**config.mk**
```make
export PLATFORM = sky130hd
export DESIGN_NAME = audio_irq_agg
export DESIGN_NICKNAME = d
export VERILOG_FILES = /design/src/rtl/audio_irq_pkg.sv /design/src/rtl/irq_w1c_bits.sv /design/src/rtl/irq_codec_state.sv /design/src/rtl/irq_stream_bank.sv /design/src/rtl/irq_combine.sv /design/src/rtl/audio_irq_agg.sv
export SDC_FILE = /design/constraint.sdc
export NUM_CORES = 1
export LEC_CHECK = 0
export BUFFER_PORTS_ARGS = -buffer_cell sky130_fd_sc_hd__buf_2
export CORE_AREA = 2 2 89 91
export CTS_CLUSTER_SIZE = 12
export DETAILED_ROUTE_END_ITERATION = 16
export DIE_AREA = 0 0 91 93
export PLACE_DENSITY = 0.68
export RECOVER_POWER = 25
export SLEW_MARGIN = 25
export SYNTH_ARGS = -nofsm -noshare
export SYNTH_HDL_FRONTEND = slang
export SYNTH_HIERARCHICAL = 1
export SYNTH_SLANG_ARGS = --single-unit
```
**constraint.sdc**
```tcl
create_clock -name clk_i -period 2.1 [get_ports clk_i]
set_input_delay 0.105 -clock clk_i [delete_from_list [all_inputs] [get_ports clk_i]]
set_output_delay 0.105 -clock clk_i [all_outputs]
set_load 0.02 [all_outputs]
```
**src/rtl/audio_irq_pkg.sv**
```systemverilog
package audio_irq_pkg;

  localparam int STS_W    = 32;
  localparam int CTRL_BIT = 30;
  localparam int GLOB_BIT = 31;
  localparam int SD_W     = 8;
  localparam int SD_BCIS  = 2;
  localparam int SD_FIFOE = 3;
  localparam int SD_DESE  = 4;
  localparam int SD_FRDY  = 5;
  localparam int RSP_W    = 2;

  // Packs the three sticky stream flags {dese, fifoe, bcis} into a status byte.
  function automatic logic [SD_W-1:0] sd_pack(input logic [2:0] flags);
    logic [SD_W-1:0] b;
    b = '0;
    b[SD_BCIS]  = flags[0];
    b[SD_FIFOE] = flags[1];
    b[SD_DESE]  = flags[2];
    b[SD_FRDY]  = 1'b1;
    return b;
  endfunction

  // Selects the clearable stream bits of a written byte, as {dese, fifoe, bcis}.
  function automatic logic [2:0] sd_clear_mask(input logic [SD_W-1:0] wdata);
    return {wdata[SD_DESE], wdata[SD_FIFOE], wdata[SD_BCIS]};
  endfunction

  // Builds the status word from the controller hit and the per-stream bits.
  function automatic logic [STS_W-1:0] fold_sts(input logic ctrl_hit,
                                                 input logic [CTRL_BIT-1:0] strm);
    logic [STS_W-1:0] s;
    s = STS_W'(strm);
    s[CTRL_BIT] = ctrl_hit;
    s[GLOB_BIT] = |s[GLOB_BIT-1:0];
    return s;
  endfunction

  // Next value of the interrupt line: the summary bit is left out of the test.
  function automatic logic line_next(input logic [STS_W-1:0] sts,
                                     input logic [STS_W-1:0] ctl);
    logic [STS_W-1:0] eligible;
    eligible = sts & ~(STS_W'(1) << GLOB_BIT);
    return ctl[GLOB_BIT] && ((eligible & ctl) != '0);
  endfunction

endpackage

```
**src/rtl/irq_w1c_bits.sv**
```systemverilog
module irq_w1c_bits #(
  parameter int W = 2
) (
  input  logic         clk_i,
  input  logic         rst_ni,
  input  logic [W-1:0] set_i,
  input  logic         clr_we_i,
  input  logic [W-1:0] clr_data_i,
  output logic [W-1:0] q_o
);

  logic [W-1:0] clr_mask;

  assign clr_mask = clr_we_i ? clr_data_i : '0;

  // A set pulse overrides a clear in the same cycle.
  always_ff @(posedge clk_i or negedge rst_ni) begin
    if (!rst_ni) q_o <= '0;
    else         q_o <= (q_o & ~clr_mask) | set_i;
  end

endmodule

```
**src/rtl/irq_codec_state.sv**
```systemverilog
module irq_codec_state #(
  parameter int NUM_CODEC = 15,
  parameter int CAD_W     = 4
) (
  input  logic                 clk_i,
  input  logic                 rst_ni,
  input  logic                 evt_vld_i,
  input  logic [CAD_W-1:0]     evt_addr_i,
  input  logic                 clr_we_i,
  input  logic [NUM_CODEC-1:0] clr_data_i,
  input  logic [NUM_CODEC-1:0] wake_en_i,
  output logic [NUM_CODEC-1:0] state_o,
  output logic                 wake_hit_o
);

  logic [NUM_CODEC-1:0] evt_onehot;

  // Addresses at or above NUM_CODEC decode to no bit.
  for (genvar c = 0; c < NUM_CODEC; c++) begin : g_dec
    assign evt_onehot[c] = evt_vld_i && (evt_addr_i == CAD_W'(c));
  end

  irq_w1c_bits #(.W(NUM_CODEC)) u_flags (
    .clk_i      (clk_i),
    .rst_ni     (rst_ni),
    .set_i      (evt_onehot),
    .clr_we_i   (clr_we_i),
    .clr_data_i (clr_data_i),
    .q_o        (state_o)
  );

  assign wake_hit_o = |(state_o & wake_en_i);

endmodule

```
**src/rtl/irq_stream_bank.sv**
```systemverilog
module irq_stream_bank
  import audio_irq_pkg::*;
#(
  parameter int NUM_STRM = 8
) (
  input  logic                     clk_i,
  input  logic                     rst_ni,
  input  logic [NUM_STRM-1:0]      bcis_set_i,
  input  logic [NUM_STRM-1:0]      fifoe_set_i,
  input  logic [NUM_STRM-1:0]      dese_set_i,
  input  logic [NUM_STRM-1:0]      wr_en_i,
  input  logic [SD_W-1:0]          wr_data_i,
  output logic [NUM_STRM*SD_W-1:0] sts_o,
  output logic [NUM_STRM-1:0]      bcis_o
);

  logic [2:0] clr_bits;

  assign clr_bits = sd_clear_mask(wr_data_i);

  for (genvar n = 0; n < NUM_STRM; n++) begin : g_strm
    logic [2:0] flags;

    irq_w1c_bits #(.W(3)) u_flags (
      .clk_i      (clk_i),
      .rst_ni     (rst_ni),
      .set_i      ({dese_set_i[n], fifoe_set_i[n], bcis_set_i[n]}),
      .clr_we_i   (wr_en_i[n]),
      .clr_data_i (clr_bits),
      .q_o        (flags)
    );

    assign sts_o[n*SD_W +: SD_W] = sd_pack(flags);
    assign bcis_o[n]             = flags[0];
  end

endmodule

```
**src/rtl/irq_combine.sv**
```systemverilog
module irq_combine
  import audio_irq_pkg::*;
#(
  parameter int NUM_STRM = 8
) (
  input  logic                clk_i,
  input  logic                rst_ni,
  input  logic [RSP_W-1:0]    rsp_sts_i,
  input  logic                wake_hit_i,
  input  logic [NUM_STRM-1:0] bcis_i,
  input  logic [STS_W-1:0]    int_ctl_i,
  output logic [STS_W-1:0]    int_sts_o,
  output logic                irq_o
);

  logic ctrl_hit;
  logic irq_d;

  assign ctrl_hit  = (|rsp_sts_i) | wake_hit_i;
  assign int_sts_o = fold_sts(ctrl_hit, CTRL_BIT'(bcis_i));
  assign irq_d     = line_next(int_sts_o, int_ctl_i);

  always_ff @(posedge clk_i or negedge rst_ni) begin
    if (!rst_ni) irq_o <= 1'b0;
    else         irq_o <= irq_d;
  end

endmodule

```
**src/rtl/audio_irq_agg.sv**
```systemverilog
module audio_irq_agg
  import audio_irq_pkg::*;
#(
  parameter int NUM_IN    = 4,
  parameter int NUM_OUT   = 4,
  parameter int NUM_CODEC = 15,
  parameter int CAD_W     = 4,
  localparam int NUM_STRM = NUM_IN + NUM_OUT
) (
  input  logic                     clk_i,
  input  logic                     rst_ni,
  input  logic                     rsp_flag_set_i,
  input  logic                     rsp_ovf_set_i,
  input  logic                     rsp_clr_we_i,
  input  logic [RSP_W-1:0]         rsp_clr_data_i,
  output logic [RSP_W-1:0]         rsp_sts_o,
  input  logic                     codec_evt_vld_i,
  input  logic [CAD_W-1:0]         codec_evt_addr_i,
  input  logic                     state_clr_we_i,
  input  logic [NUM_CODEC-1:0]     state_clr_data_i,
  input  logic [NUM_CODEC-1:0]     wake_en_i,
  output logic [NUM_CODEC-1:0]     state_sts_o,
  input  logic [NUM_STRM-1:0]      sd_bcis_set_i,
  input  logic [NUM_STRM-1:0]      sd_fifoe_set_i,
  input  logic [NUM_STRM-1:0]      sd_dese_set_i,
  input  logic [NUM_STRM-1:0]      sd_wr_en_i,
  input  logic [SD_W-1:0]          sd_wr_data_i,
  output logic [NUM_STRM*SD_W-1:0] sd_sts_o,
  input  logic [STS_W-1:0]         int_ctl_i,
  output logic [STS_W-1:0]         int_sts_o,
  output logic                     irq_o
);

  logic                wake_hit;
  logic [NUM_STRM-1:0] strm_bcis;

  // Response-ring flags: bit 0 response interrupt, bit 1 overrun.
  irq_w1c_bits #(.W(RSP_W)) u_rsp (
    .clk_i      (clk_i),
    .rst_ni     (rst_ni),
    .set_i      ({rsp_ovf_set_i, rsp_flag_set_i}),
    .clr_we_i   (rsp_clr_we_i),
    .clr_data_i (rsp_clr_data_i),
    .q_o        (rsp_sts_o)
  );

  irq_codec_state #(.NUM_CODEC(NUM_CODEC), .CAD_W(CAD_W)) u_codec (
    .clk_i      (clk_i),
    .rst_ni     (rst_ni),
    .evt_vld_i  (codec_evt_vld_i),
    .evt_addr_i (codec_evt_addr_i),
    .clr_we_i   (state_clr_we_i),
    .clr_data_i (state_clr_data_i),
    .wake_en_i  (wake_en_i),
    .state_o    (state_sts_o),
    .wake_hit_o (wake_hit)
  );

  irq_stream_bank #(.NUM_STRM(NUM_STRM)) u_strm (
    .clk_i       (clk_i),
    .rst_ni      (rst_ni),
    .bcis_set_i  (sd_bcis_set_i),
    .fifoe_set_i (sd_fifoe_set_i),
    .dese_set_i  (sd_dese_set_i),
    .wr_en_i     (sd_wr_en_i),
    .wr_data_i   (sd_wr_data_i),
    .sts_o       (sd_sts_o),
    .bcis_o      (strm_bcis)
  );

  irq_combine #(.NUM_STRM(NUM_STRM)) u_comb (
    .clk_i      (clk_i),
    .rst_ni     (rst_ni),
    .rsp_sts_i  (rsp_sts_o),
    .wake_hit_i (wake_hit),
    .bcis_i     (strm_bcis),
    .int_ctl_i  (int_ctl_i),
    .int_sts_o  (int_sts_o),
    .irq_o      (irq_o)
  );

endmodule

```
# ---- Yosys cells after proc, flatten, opt, wreduce, memory -nomap -nowiden
# Index checks and enable logic that the tools add are counted.
# Widths: inputs -> output; s select.
dict set report word_totals {
  inputBits 115
  output_inout_bits 114
  elab_cells 89
  ff_bits 42
}
dict set report op_classes {
  n_eq_ne 14
  mux 10
  bitwise 33
  n_reduce_logical 21
}
# operator n
set ops {}
lappend ops {{$and 31x32->32} 1}
lappend ops {{$reduce_bool 32->1} 1}
lappend ops {{$and 15x15->15} 2}
lappend ops {{$eq 4x4->1 const B} 7}
lappend ops {{$and 3x3->3} 8}
lappend ops {{$mux 3} 8}
lappend ops {{$not 3->3} 8}
lappend ops {{$or 3x3->3} 8}
lappend ops {{$eq 4x3->1 const B} 4}
lappend ops {{$logic_and 1x1->1} 16}
lappend ops {{$mux 15} 1}
lappend ops {{$not 15->15} 1}
lappend ops {{$or 15x15->15} 1}
lappend ops {{$reduce_or 15->1} 1}
lappend ops {{$reduce_or 9->1} 1}
lappend ops {{$eq 4x2->1 const B} 2}
lappend ops {{$eq 4x1->1 const B} 1}
lappend ops {{$logic_not 4->1} 1}
lappend ops {{$and 2x2->2} 1}
lappend ops {{$mux 2} 1}
lappend ops {{$not 2->2} 1}
lappend ops {{$or 2x2->2} 1}
lappend ops {{$reduce_or 2->1} 1}
lappend ops {{$or 1x1->1} 1}

# ---- Logic depth before layout (Yosys ltp)
# Gate-level depths: netlist of run 1.
dict set report logic_depth {
  depth_word 6
  depth_mapped 6
  depth_no_buf 6
}

# ---- Cells and area by module
# Netlist of run 1, hierarchy kept.
# module instances cells_per_inst area_per_inst_um2 seq_area_each_um2
set by_module_without_submodules {}
lappend by_module_without_submodules {{irq_w1c_bits (u_strm.g_strm[0].u_flags ...)} 8 9 108.9 75.1}
lappend by_module_without_submodules {{irq_w1c_bits (u_codec.u_flags)} 1 46 555.5 375.4}
lappend by_module_without_submodules {irq_stream_bank 1 50 367.9 0.0}
lappend by_module_without_submodules {irq_combine 1 44 341.6 25.0}
lappend by_module_without_submodules {irq_codec_state 1 31 183.9 0.0}
lappend by_module_without_submodules {{irq_w1c_bits (u_rsp)} 1 6 72.6 50.0}

# ---- Least setup slack after synthesis of run 1
# No wires, ideal clock.
dict set report synth_timing {
  path_type {flip-flop to output port}
  from {register u_codec.u_flags.q_o[4]}
  to {output int_sts_o[31]}
  path_buffers 0
  stages_incl_launch_ff 6
  arrival_time_ps 1640
  setup_slack_ps 355
  required_ps 1995
  path_cell_list {dfrtp_1 a222oi_1 and3_1 nand4_1 or3_4 nand3b_1}
}
dict set report synth_via {
  elab_chain_cells 4
}
# item line
set synth_rtl {}
lappend synth_rtl {{from (decl)} irq_w1c_bits.sv:9} ;# output logic [W-1:0] q_o
lappend synth_rtl {{from (signal assigned)} irq_w1c_bits.sv:19} ;# else q_o <= (q_o & ~clr_mask) | set_i;
lappend synth_rtl {{$and 15x15->15} irq_codec_state.sv:32} ;# assign wake_hit_o = |(state_o & wake_en_i);
lappend synth_rtl {{$reduce_or 15->1} irq_codec_state.sv:32}
lappend synth_rtl {{named net wake_hit} audio_irq_agg.sv:34} ;# logic wake_hit;
lappend synth_rtl {{$or 1x1->1} irq_combine.sv:19} ;# assign ctrl_hit = (|rsp_sts_i) | wake_hit_i;
lappend synth_rtl {{named net u_comb.ctrl_hit} irq_combine.sv:16} ;# logic ctrl_hit;
lappend synth_rtl {{$reduce_or 9->1} audio_irq_pkg.sv:35} ;# s[GLOB_BIT] = |s[GLOB_BIT-1:0];
lappend synth_rtl {{to (decl)} audio_irq_agg.sv:30} ;# output logic [STS_W-1:0] int_sts_o,
# The timed path passes the listed nets, and every way through them passes these cells.

# ---- Worst setup path in the final report of run 1
dict set report layout_timing {
  from {register u_codec.u_flags.q_o[2]}
  to {output int_sts_o[31]}
}
dict set report layout_via {
  elab_chain_cells 4
}
# item line
set layout_rtl {}
lappend layout_rtl {{$and 15x15->15} irq_codec_state.sv:32}
lappend layout_rtl {{$reduce_or 15->1} irq_codec_state.sv:32}
lappend layout_rtl {{named net wake_hit} audio_irq_agg.sv:34}
lappend layout_rtl {{$or 1x1->1} irq_combine.sv:19}
lappend layout_rtl {{$reduce_or 9->1} audio_irq_pkg.sv:35}
# The timed path passes the listed nets, and every way through them passes these cells.

==> results by group, run 1 <==
Outcome
  • Status: finished with violations
  • Violated checks: setup timing

Finish
  • Final nets: 520
  • Synth-to-Final Area Change: 36.82%
  • Fillcell total: about 750
  • Share of layout cells above drive strength 1: 0.3744
  • Multi-input gate area: about 950 um^2
  • Register Area: about 0.0011 mm^2
  • Post-Layout Cell Count: roughly 510
  • Ant. Diodes: 0

Setup path
  • Worst R2R Setup Slack: between 0.3 and 0.4 ns
  • WP data required: approximately 2 ns
  • Critical path depth: 6
  • CP top delay family: simple AND/OR/NAND/NOR gates
  • Crit. End Element: primary output
  • CP peak stage delay: approximately 0.38 ns
  • Setup CP Type: reg2out
  • Crit-path slowest cell: dfrtp_1
  • Buf/Inv on CP: 1
  • Worst r2r dst: u_comb/irq_o$_DFF_PN0_
  • Max Fanout on Critical Path: 3
  • Reg-to-Reg Start: u_codec/u_flags/q_o[2]$_DFF_PN0_
  • Crit path DAT: around 2.0 ns
  • Crit path cell chain: a22o_1, a221oi_2, nand4_1, or3_4, nand3b_1, buf_2
  • Worst R2R Path Depth: 6
  • Critical Path Start Type: register

Power and ir drop
  • Reg power frac: 0.408
  • Internal power: ~1.6 mW
  • Switch share: 0.2926
  • Psw: 0.6496 mW
  • Max VDD drop: approximately 0.27 mV
  • Leak pwr: 1.830 nW
  • Pwr Total: around 2.2 mW
  • Clock share of power: 0.355
  • Power per cell area: just under 700 mW/mm^2
  • Combinational power share: 0.237

Synthesis
  • Post-synth EDFFs: 0
  • Synth Register Bits: between 40 and 50
  • Cells after Synth: approximately 250
  • Cell taking the most area after synthesis: dfrtp_1
  • Predominant post-synthesis flop cell: dfrtp_1
  • Largest cells by area after synthesis: dfrtp_1 44%, buf_4 25%, a21o_1 13%, nand2_1 6.7%, nor2_1 1.7%
  • Library cells used by synthesis: 23
  • Yosys top cell area share: 0.4393
  • Ys Warns: 6
  • Register area share after synthesis: 0.4393
  • Mapped Area: around 0.0024 mm^2
  • Avg Synthesized Cell Area: between 9 and 10 um^2
  • Post-synth ARST share: 1.000

Place
  • Detail Placement HPWL: 4.947 mm
  • Final GP Congestion: around 0.74
  • DP Cell Count: 470
  • I/O Buffers: approximately 140
  • Pre-CTS setup slack: 0.1484 ns

Timing
  • Headroom to the max-slew limit: 0.2302
  • Setup Skew: approximately 0.0044 ns
  • RSZ-0062 raised after global routing: yes
  • Maximum clock rate: ~470 MHz
  • Hold Fails Final Rpt: 0
  • Final setup viols: 1
  • Period minus WS final: between 2 and 2.5 ns
  • Max Transition Viols Final: 0
  • Worst-Margin Slew: between 1 and 1.5 ns
  • Fin crit share: 1.015
  • Setup TNS: -0.03191 ns
  • Worst path setup slack after routing: -0.03191 ns
  • Min Hold Slack: about 0.065 ns

Global routing
  • First-pass GRT wire length: 9.591 mm
  • GRT Total Usage: 0.1446
  • Initial antenna violation count: 0
  • Global route overflow: 0
  • Largest net degree at the start of global routing: 23
  • Vias in the first global route: between 1.5k and 2k

Route
  • Residual DRC: 0
  • DRT iter0 DRCs: 50
  • Vias: between 2k and 2.5k
  • Antenna-violating nets left: 0
  • DR vias/cell: 4.132
  • Detailed-route wire length: ~6.5 mm
  • Wire length per cell: 12.70 um
  • TritonRoute pass-1 iters: 4

Worst hold path
  • HP Start: int_ctl_i[31]
  • Hold Path Cell Cnt: 3
  • Hold path endpoint: u_comb/irq_o$_DFF_PN0_
  • Worst Hold Class: in2reg

Clock tree
  • Cts bufs inserted: 5
  • CTS tree: built
  • Clk Latency, worst-skew pair: just under 0.3 ns
  • Clk root buf: clkbuf_8
  • Clock tree buffer depth: 2
  • H-tree levels: 2
  • Clk sink count: 42
  • Clk slew on worst S/H paths: around 0.09 ns

Floorplan
  • Placement Rows: 32
  • Die ar.: around 0.0085 mm^2
  • Die Y: between 90 and 100 um
  • Die width: ~91 um
  • Core box area: about 0.0075 mm^2
  • Initial Util: 0.3178
  • I/O pins: around 230

Job
  • Max_cap viols: 0
==> synthesized netlist by cell type (2+ instances only) <==
library cell,number
dfrtp_1,42
nor3_1,3
nor2_1,11
nand2_1,43
a221oi_1,3
nand3b_1,3
buf_4,79
a22o_1,3
conb_1,3
nand2b_1,2
a22oi_1,4
nor4_1,2
a21o_1,41
==> layout make-up <==
class / instances / share of cell area
Timing Repair Buffer: 170 / 0.3039
Inverter: 1 / 0.001147
Multi-Input combinational cell: 185 / 0.2913
Tap cell: 102 / 0.03899
Clock buffer: 6 / 0.02523
Sequential cell: 42 / 0.3211
Clock inverter: 2 / 0.01835
==> cells in the final DEF (no fill, tap or decap), drive strengths merged, types with 4 or more instances in the layout <==
cell,instances
buf,142
conb,62
nand2,43
dfrtp,42
a21o,41
dlygate4sd3,27
nor2,11
clkbuf,7
nor3,4
a22oi,4
==> worst max-delay path by stage <==
stage | startpoint | endpoint | slack [ns]
finish | u_codec/u_flags/q_o[2]$_DFF_PN0_ | int_sts_o[31] | -0.03
global route | u_codec/u_flags/q_o[2]$_DFF_PN0_ | int_sts_o[31] | -0.14
CTS | u_codec/u_flags/q_o[2]$_DFF_PN0_ | int_sts_o[31] | -0.06
detailed placement | u_codec/u_flags/q_o[2]$_DFF_PN0_ | int_sts_o[31] | 0.15
global placement | u_codec/u_flags/q_o[2]$_DFF_PN0_ | int_sts_o[31] | 0.22
floorplan | u_codec/u_flags/q_o[4]$_DFF_PN0_ | int_sts_o[31] | 0.35
==> repair_timing <==
item / 4_1_cts / 5_1_grt
hold endpoints to repair: 46 / 0
endpoints found under the setup margin: 2 / 1
pin swaps: 3 / 2
resized for setup: 1 / 0
setup buffers: 3 / 0
hold buffers: 27 / 0
==> power groups by stage <==
stage / registers (mW) / clock network, mW / logic [mW]
final: 0.906 / 0.789 / 0.525
after global routing: 0.915 / 0.848 / 0.567
after CTS: 0.907 / 0.823 / 0.528
after detailed placement: 0.923 / 0 / 0.479
after global placement: 0.921 / 0 / 0.475
after floorplan: 0.972 / 0 / 0.336
==> worst reg2reg max path, cell delays in order, from the launching register on <==
cell and delay (ns):
dfrtp_1 0.38, a22o_1 0.25, a221oi_2 0.24, nand4_1 0.18
or3_4 0.37, nand2_1 0.08, a31oi_1 0.09
==> sequential cells by signal, summed over array words and instances, names as in the netlist <==
name	flops
u_comb/irq_o	1
u_codec/u_flags/q_o	15
u_rsp/q_o	2
u_strm/g_strm.u_flags/q_o	24
==> metal layers <==
| metal | part of all wire | vias to the layer above | track usage |
|---|---|---|---|
| li1 | - | 1005 | - |
| met1 | 0.38 | 960 | 0.1566 |
| met2 | 0.53 | 128 | 0.2765 |
| met3 | 0.084 | 6 | 0.03707 |
| met4 | 0.0093 | 0 | 0.04167 |
| met5 | 0 | - | 0 |
==> through the flow <==
stage               instance area [um^2]    util
floorplan                           2614       -
global placement                    2840  0.3773
detailed placement                  2840  0.3773
CTS                                 3282  0.4360
global route                        3273  0.4348
finish                              3273  0.4348
==> logic make-up after synthesis <==
family	share of synthesized area
AND/OR/NAND/NOR	0.1318
other	0.004707
buffers and inverters	0.2542
AO/OA/AOI/OAI	0.1700
flip-flops	0.4393
Power figures use the tool's default switching activity.
==> run 2: changes to the inputs <==
--- a/config.mk
+++ b/config.mk
@@ -12,6 +12,7 @@
 export DIE_AREA = 0 0 91 93
 export PLACE_DENSITY = 0.68
 export RECOVER_POWER = 25
+export REMOVE_ABC_BUFFERS = 1
 export SLEW_MARGIN = 25
 export SYNTH_ARGS = -nofsm -noshare
 export SYNTH_HDL_FRONTEND = slang
==> run 2 against run 1 <==
The flow still finishes with violations (setup timing). Critical path depth stayed put. Critical endpoint unchanged. Highest routed layer unchanged. First-iteration DRC count is 98% higher. Register-to-register slack hardly changed. Worst hold slack worse by 0.027 ns. Wire length is 0.93% lower. Die area stayed put. Fmax hardly changed. Critical path type unchanged. Largest cell class unchanged.
==> results by group, run 2 (synthesized netlist as in run 1, its figures left out) <==
Worst hold path
  • Hold Path Cell Cnt: 3
  • Worst Hold Class: in2reg
  • HP Start: int_ctl_i[31]
  • Hold path endpoint: u_comb/irq_o$_DFF_PN0_

Outcome
  • Status: finished with violations
  • Violated checks: setup timing

Clock tree
  • Clock tree buffer depth: 2
  • Clk sink count: between 40 and 50
  • CTS tree: built
  • H-tree levels: 2
  • Clk Latency, worst-skew pair: 0.29 ns
  • Cts bufs inserted: 5
  • Clk root buf: clkbuf_8
  • Clk slew on worst S/H paths: approximately 0.080 ns

Timing
  • Max Transition Viols Final: 0
  • Final setup viols: 1
  • Min Hold Slack: between 0.03 and 0.04 ns
  • Worst-Margin Slew: around 1.1 ns
  • RSZ-0062 raised after global routing: yes
  • Fin crit share: 1.015
  • Hold Fails Final Rpt: 0
  • Headroom to the max-slew limit: 0.2828
  • Maximum clock rate: between 400 and 500 MHz
  • Worst path setup slack after routing: -0.03144 ns
  • Setup TNS: -0.03144 ns
  • Setup Skew: 0.004527 ns
  • Period minus WS final: between 2 and 2.5 ns

Global routing
  • GRT Total Usage: 0.1467
  • First-pass GRT wire length: 9.867 mm
  • Global route overflow: 0
  • Initial antenna violation count: 0
  • Largest net degree at the start of global routing: 24
  • Vias in the first global route: ~2.1k

Setup path
  • Worst R2R Path Depth: 6
  • Crit path DAT: around 2 ns
  • WP data required: 2.00 ns
  • CP peak stage delay: ~0.4 ns
  • Buf/Inv on CP: 1
  • Crit-path slowest cell: dfrtp_1
  • Crit. End Element: primary output
  • Setup CP Type: reg2out
  • CP top delay family: simple AND/OR/NAND/NOR gates
  • Crit path cell chain: a22o_1, a221oi_2, nand4_1, or3_4, nand3b_1, buf_2
  • Reg-to-Reg Start: u_codec/u_flags/q_o[2]$_DFF_PN0_
  • Worst r2r dst: u_comb/irq_o$_DFF_PN0_
  • Max Fanout on Critical Path: 3
  • Worst R2R Setup Slack: around 0.38 ns
  • Critical Path Start Type: register

Finish
  • Finished Cell Area: around 0.0032 mm^2
  • Most common cell after layout, fill and taps aside: buf_2
  • Top Registers: u_strm/g_strm.u_flags/q_o (24), u_codec/u_flags/q_o (15), u_rsp/q_o (2)
  • Largest Register: u_strm/g_strm.u_flags/q_o
  • Ant. Diodes: 0
  • Final nets: 519
  • Core Util, Final: 0.4270
  • Most frequent cells in the layout: 138 x buf_2, 62 x conb_1, 43 x nand2_1, 42 x dfrtp_1, 41 x a21o_1
  • Synth-to-Final Area Change: 34.36%
  • Largest register FFs: 24
  • Share of layout cells above drive strength 1: 0.3728

Floorplan
  • I/O pins: approximately 230
  • Core box area: approximately 0.0075 mm^2
  • Placement Rows: 32
  • Die Y: slightly above 90 um
  • Die ar.: approximately 0.0085 mm^2
  • Initial Util: 0.3178
  • Die width: 91 um

Power and ir drop
  • Pwr Total: between 1.5 and 2 mW
  • Leak pwr: 1.800 nW
  • Power per cell area: 603.5 mW/mm^2
  • Max VDD drop: between 0.2 and 0.3 mV

Route
  • Vias: roughly 2.1k
  • Antenna-violating nets left: 0
  • TritonRoute pass-1 iters: 4
  • Wire length per cell: between 10 and 15 um
  • Detailed-route wire length: ~6.4 mm
  • DRT iter0 DRCs: 99
  • Residual DRC: 0
  • DR vias/cell: roughly 4.2

Place
  • DP Area: roughly 0.0028 mm^2
  • I/O Buffers: 139
  • Detail Placement HPWL: between 4 and 5 mm
  • Final GP Congestion: 0.8105

Job
  • Max_cap viols: 0
==> run 2: report_power, final <==
part | total [mW] | leakage (nW) | switching, mW | internal [mW]
logic | 0.522 | 1.28 | 0.323 | 0.199
clock network | 0.510 | 0.0452 | 0.275 | 0.235
registers | 0.907 | 0.475 | 0.0446 | 0.863
==> run 2: per-layer routing <==
layer,share of wire,track usage
met1,0.40,0.1702
met2,0.52,0.2660
met3,0.064,0.03465
met4,0.015,0.04924
met5,0,0
==> run 2: layout make-up <==
class,count,area [um^2]
multi-input combinational,185,958.4
timing repair buffer,169,987.2
clock inverter,2,13.76
tap,102,127.6
sequential,42,1051
fill,760,4313
inverter,1,3.754
clock buffer,6,72.57
==> run 2: metrics by stage <==
| stage | cells | setup WS (ns) |
|---|---|---|
| detailed placement | 470 | 0.1375 |
| global placement | 470 | 0.1990 |
| CTS | 506 | -0.07663 |
| floorplan | 228 | 0.2957 |
| finish | 507 | -0.03144 |
| global route | 507 | -0.1475 |
==> run 2: repair_timing <==
item / 4_1_cts / 5_1_grt
buffers inserted: 1 / 1
endpoints found under the hold margin: 45 / 0
pin swaps: 1 / 2
hold buffers: 27 / 0
endpoints found under the setup margin: 2 / 2
gates resized for setup: 1 / 0
==> run 2: tightest hold or removal path, cell delays in order <==
cell,delay [ns]
buf_2,0.10
inv_1,0.04
a31oi_1,0.05
==> run 2: worst max-delay path by stage <==
stage / start / depth (start not counted) / slack (ns) / end
final: u_codec/u_flags/q_o[2]$_DFF_PN0_ / 6 / -0.03 / int_sts_o[31]
after global routing: u_codec/u_flags/q_o[4]$_DFF_PN0_ / 6 / -0.15 / int_sts_o[31]
after CTS: u_codec/u_flags/q_o[4]$_DFF_PN0_ / 6 / -0.08 / int_sts_o[31]
after detailed placement: u_codec/u_flags/q_o[2]$_DFF_PN0_ / 6 / 0.14 / int_sts_o[31]
after global placement: u_codec/u_flags/q_o[2]$_DFF_PN0_ / 6 / 0.20 / int_sts_o[31]
after floorplan: u_codec/u_flags/q_o[4]$_DFF_PN0_ / 5 / 0.30 / int_sts_o[31]
==> run 3: changes to the inputs <==
--- a/config.mk
+++ b/config.mk
@@ -5,12 +5,14 @@
 export SDC_FILE = /design/constraint.sdc
 export NUM_CORES = 1
 export LEC_CHECK = 0
-export BUFFER_PORTS_ARGS = -buffer_cell sky130_fd_sc_hd__buf_2
-export CORE_AREA = 2 2 89 91
+export CELL_PAD_IN_SITES_DETAIL_PLACEMENT = 1
+export CELL_PAD_IN_SITES_GLOBAL_PLACEMENT = 1
+export CORE_AREA = 2 2 88 90
 export CTS_CLUSTER_SIZE = 12
 export DETAILED_ROUTE_END_ITERATION = 16
-export DIE_AREA = 0 0 91 93
-export PLACE_DENSITY = 0.68
+export DIE_AREA = 0 0 90 92
+export DONT_BUFFER_PORTS = 1
+export PLACE_DENSITY = 0.6
 export RECOVER_POWER = 25
 export REMOVE_ABC_BUFFERS = 1
 export SLEW_MARGIN = 25
==> run 3 against run 2 <==
The run still ends with setup timing left. Final cell count decreased by 18%. Sequential share of layout area up 2.3 points. Clock skew shrank 0.00064 ns. Combinational power decreased by 25%. Critical path type unchanged.
==> results by group, run 3 (synthesized netlist as in run 1, its figures left out) <==
Setup path
  • Worst R2R Path Depth: 6
  • Setup CP Type: reg2out
  • Crit path DAT: approximately 2.1 ns
  • Critical Path Start Type: register
  • Max Fanout on Critical Path: 3
  • Crit. End Element: primary output
  • Crit path cell chain: a222oi_1, and3_1, nand4_1, or3_4, nand3b_1
  • Reg-to-Reg Start: u_codec/u_flags/q_o[4]$_DFF_PN0_
  • WP data required: about 2 ns
  • Crit-path slowest cell: dfrtp_1
  • Worst setup path start: u_codec/u_flags/q_o[4]$_DFF_PN0_
  • CP peak stage delay: 0.39 ns

Timing
  • Worst path setup slack after routing: -0.07331 ns
  • Headroom to the max-slew limit: 0.2686
  • Setup Skew: 0.003888 ns
  • RSZ-0062 raised after global routing: yes
  • Worst-Margin Slew: between 1 and 1.5 ns
  • Maximum clock rate: about 460 MHz
  • Period minus WS final: around 2.2 ns
  • Final setup viols: 2
  • Hold Fails Final Rpt: 0
  • Max Transition Viols Final: 0
  • Fin crit share: 1.035

Global routing
  • First-pass GRT wire length: around 11 mm
  • GRT Total Usage: 0.1663
  • Global route overflow: 0
  • Vias in the first global route: slightly above 2k
  • Largest net degree at the start of global routing: 43
  • Initial antenna violation count: 0

Power and ir drop
  • Switch share: 0.3239
  • Reg power frac: 0.511
  • Psw: roughly 0.62 mW
  • Internal power: 1.299 mW
  • Leak pwr: between 1 and 1.5 nW
  • Clock share of power: 0.286
  • Power per cell area: approximately 640 mW/mm^2
  • Combinational power share: 0.203
  • Max VDD drop: about 0.35 mV

Finish
  • Synth-to-Final Area Change: 25.42%
  • Most frequent cells in the layout: 67 x dlygate4sd3_1, 62 x conb_1, 43 x nand2_1, 42 x dfrtp_1, 41 x a21o_1
  • Largest Register: u_strm/g_strm.u_flags/q_o
  • Core Util, Final: 0.4029
  • Top Registers: u_strm/g_strm.u_flags/q_o (24), u_codec/u_flags/q_o (15), u_rsp/q_o (2)
  • Share of layout cells above drive strength 1: 0.07619
  • Ant. Diodes: 0
  • Final nets: 429
  • Most common cell after layout, fill and taps aside: dlygate4sd3_1
  • Finished Cell Area: about 0.003 mm^2
  • Largest register FFs: 24

Route
  • Detailed-route wire length: ~7 mm
  • DRT iter0 DRCs: 43
  • Residual DRC: 0
  • TritonRoute pass-1 iters: 4
  • Vias: about 1.9k
  • DR vias/cell: ~4.5
  • Antenna-violating nets left: 0
  • Wire length per cell: between 15 and 20 um

Place
  • DP Area: 0.002212 mm^2
  • Final GP Congestion: slightly below 0.7
  • I/O Buffers: 0
  • Detail Placement HPWL: about 4.8 mm

Outcome
  • Violated checks: setup timing
  • Status: finished with violations

Clock tree
  • Clk slew on worst S/H paths: about 0.080 ns
  • Clk root buf: clkbuf_8
  • Clk sink count: 42
  • Cts bufs inserted: 5
  • Clk Latency, worst-skew pair: slightly below 0.3 ns
  • H-tree levels: 2
  • CTS tree: built
  • Clock tree buffer depth: 2

Worst hold path
  • Worst Hold Class: in2reg
  • Hold Path Cell Cnt: 2
  • HP Start: codec_evt_addr_i[0]

Floorplan
  • Placement Rows: 32
  • Die ar.: a little over 0.008 mm^2
  • Die Y: 92 um
  • Initial Util: 0.3212
  • Core box area: ~0.0074 mm^2
  • I/O pins: 229
  • Die width: about 90 um

Job
  • Max_cap viols: 0
-- run 3: cell types whose count changed in the layout (fill, tap and decap cells not counted) --
| cell | delta |
|---|---|
| buf_2 | -138 |
| dlygate4sd3_1 | +40 |
| buf_4 | +7 |
| clkbuf_1 | -2 |
| buf_6 | +1 |
| clkbuf_2 | +1 |
| clkbuf_8 | +1 |
| clkinv_4 | -1 |
| clkinvlp_4 | +1 |
| or3b_1 | -1 |
| or3b_4 | +1 |
-- run 3: cell type report --
| cell class | instances | area (um^2) |
|---|---|---|
| Sequential cell | 42 | 1051 |
| Timing Repair Buffer | 79 | 762.0 |
| Clock inverter | 2 | 12.51 |
| Tap cell | 102 | 127.6 |
| Fill cell | 894 | 4447 |
| Inverter | 1 | 3.754 |
| Multi-Input combinational cell | 185 | 960.9 |
| Clock buffer | 6 | 82.58 |
-- run 3: power groups by stage --
stage | Clock [mW] | Sequential, mW | Combinational [mW]
floorplan | 0 | 1.00 | 0.186
global placement | 0 | 0.995 | 0.246
detailed placement | 0 | 0.997 | 0.251
CTS | 0.588 | 0.981 | 0.388
global route | 0.604 | 0.991 | 0.425
finish | 0.549 | 0.982 | 0.391
-- run 3: per-stage QoR --
stage           TNS, ns  instances  worst slack, ns  power, mW  hold slack (ns)
3_3_place_gp          0        340           0.1190      1.241          -0.1894
2_1_floorplan         0        228           0.2957      1.186          -0.1906
4_1_cts        -0.09906        416         -0.09906      1.957        0.0001473
5_1_grt         -0.3426        417          -0.1917      2.020         0.007738
6_report        -0.1023        417         -0.07331      1.922          0.01950
3_5_place_dp          0        340           0.1557      1.248          -0.1895
-- run 3: path summary, 6_finish.rpt --
check	end	slack [ns]
setup / recovery	int_sts_o[31]	-0.07
hold / removal	u_codec/u_flags/q_o[4]$_DFF_PN0_	0.02
setup reg to reg	u_comb/irq_o$_DFF_PN0_	0.31
hold reg to reg	u_strm/g_strm[1].u_flags/q_o[1]$_DFF_PN0_	0.63
max in group asynchronous	u_strm/g_strm[4].u_flags/q_o[0]$_DFF_PN0_	0.89
min in group asynchronous	u_codec/u_flags/q_o[9]$_DFF_PN0_	0.55
-- run 3: timing repair --
action | CTS | global route
gates resized for setup | 1 | 1
hold endpoints to repair | 84 | 0
buffers inserted | 0 | 1
hold buffers | 68 | 0
endpoints found under the setup margin | 2 | 2
-- run 3: worst max-delay path, delay by kind of cell, from the launching register on --
kind / cells / cell delay [ns]
DFF: 1 / 0.39
AOI/OAI and AO/OA: 1 / 0.37
and+or+nand+nor: 4 / 1.02
-- run 3: routing by layer --
layer,part of all wire,vias up,track usage
met2,0.54,112,0.3164
met4,0.0098,0,0.03205
li1,-,824,-
met3,0.095,10,0.05916
met5,0,-,0
met1,0.35,915,0.1774
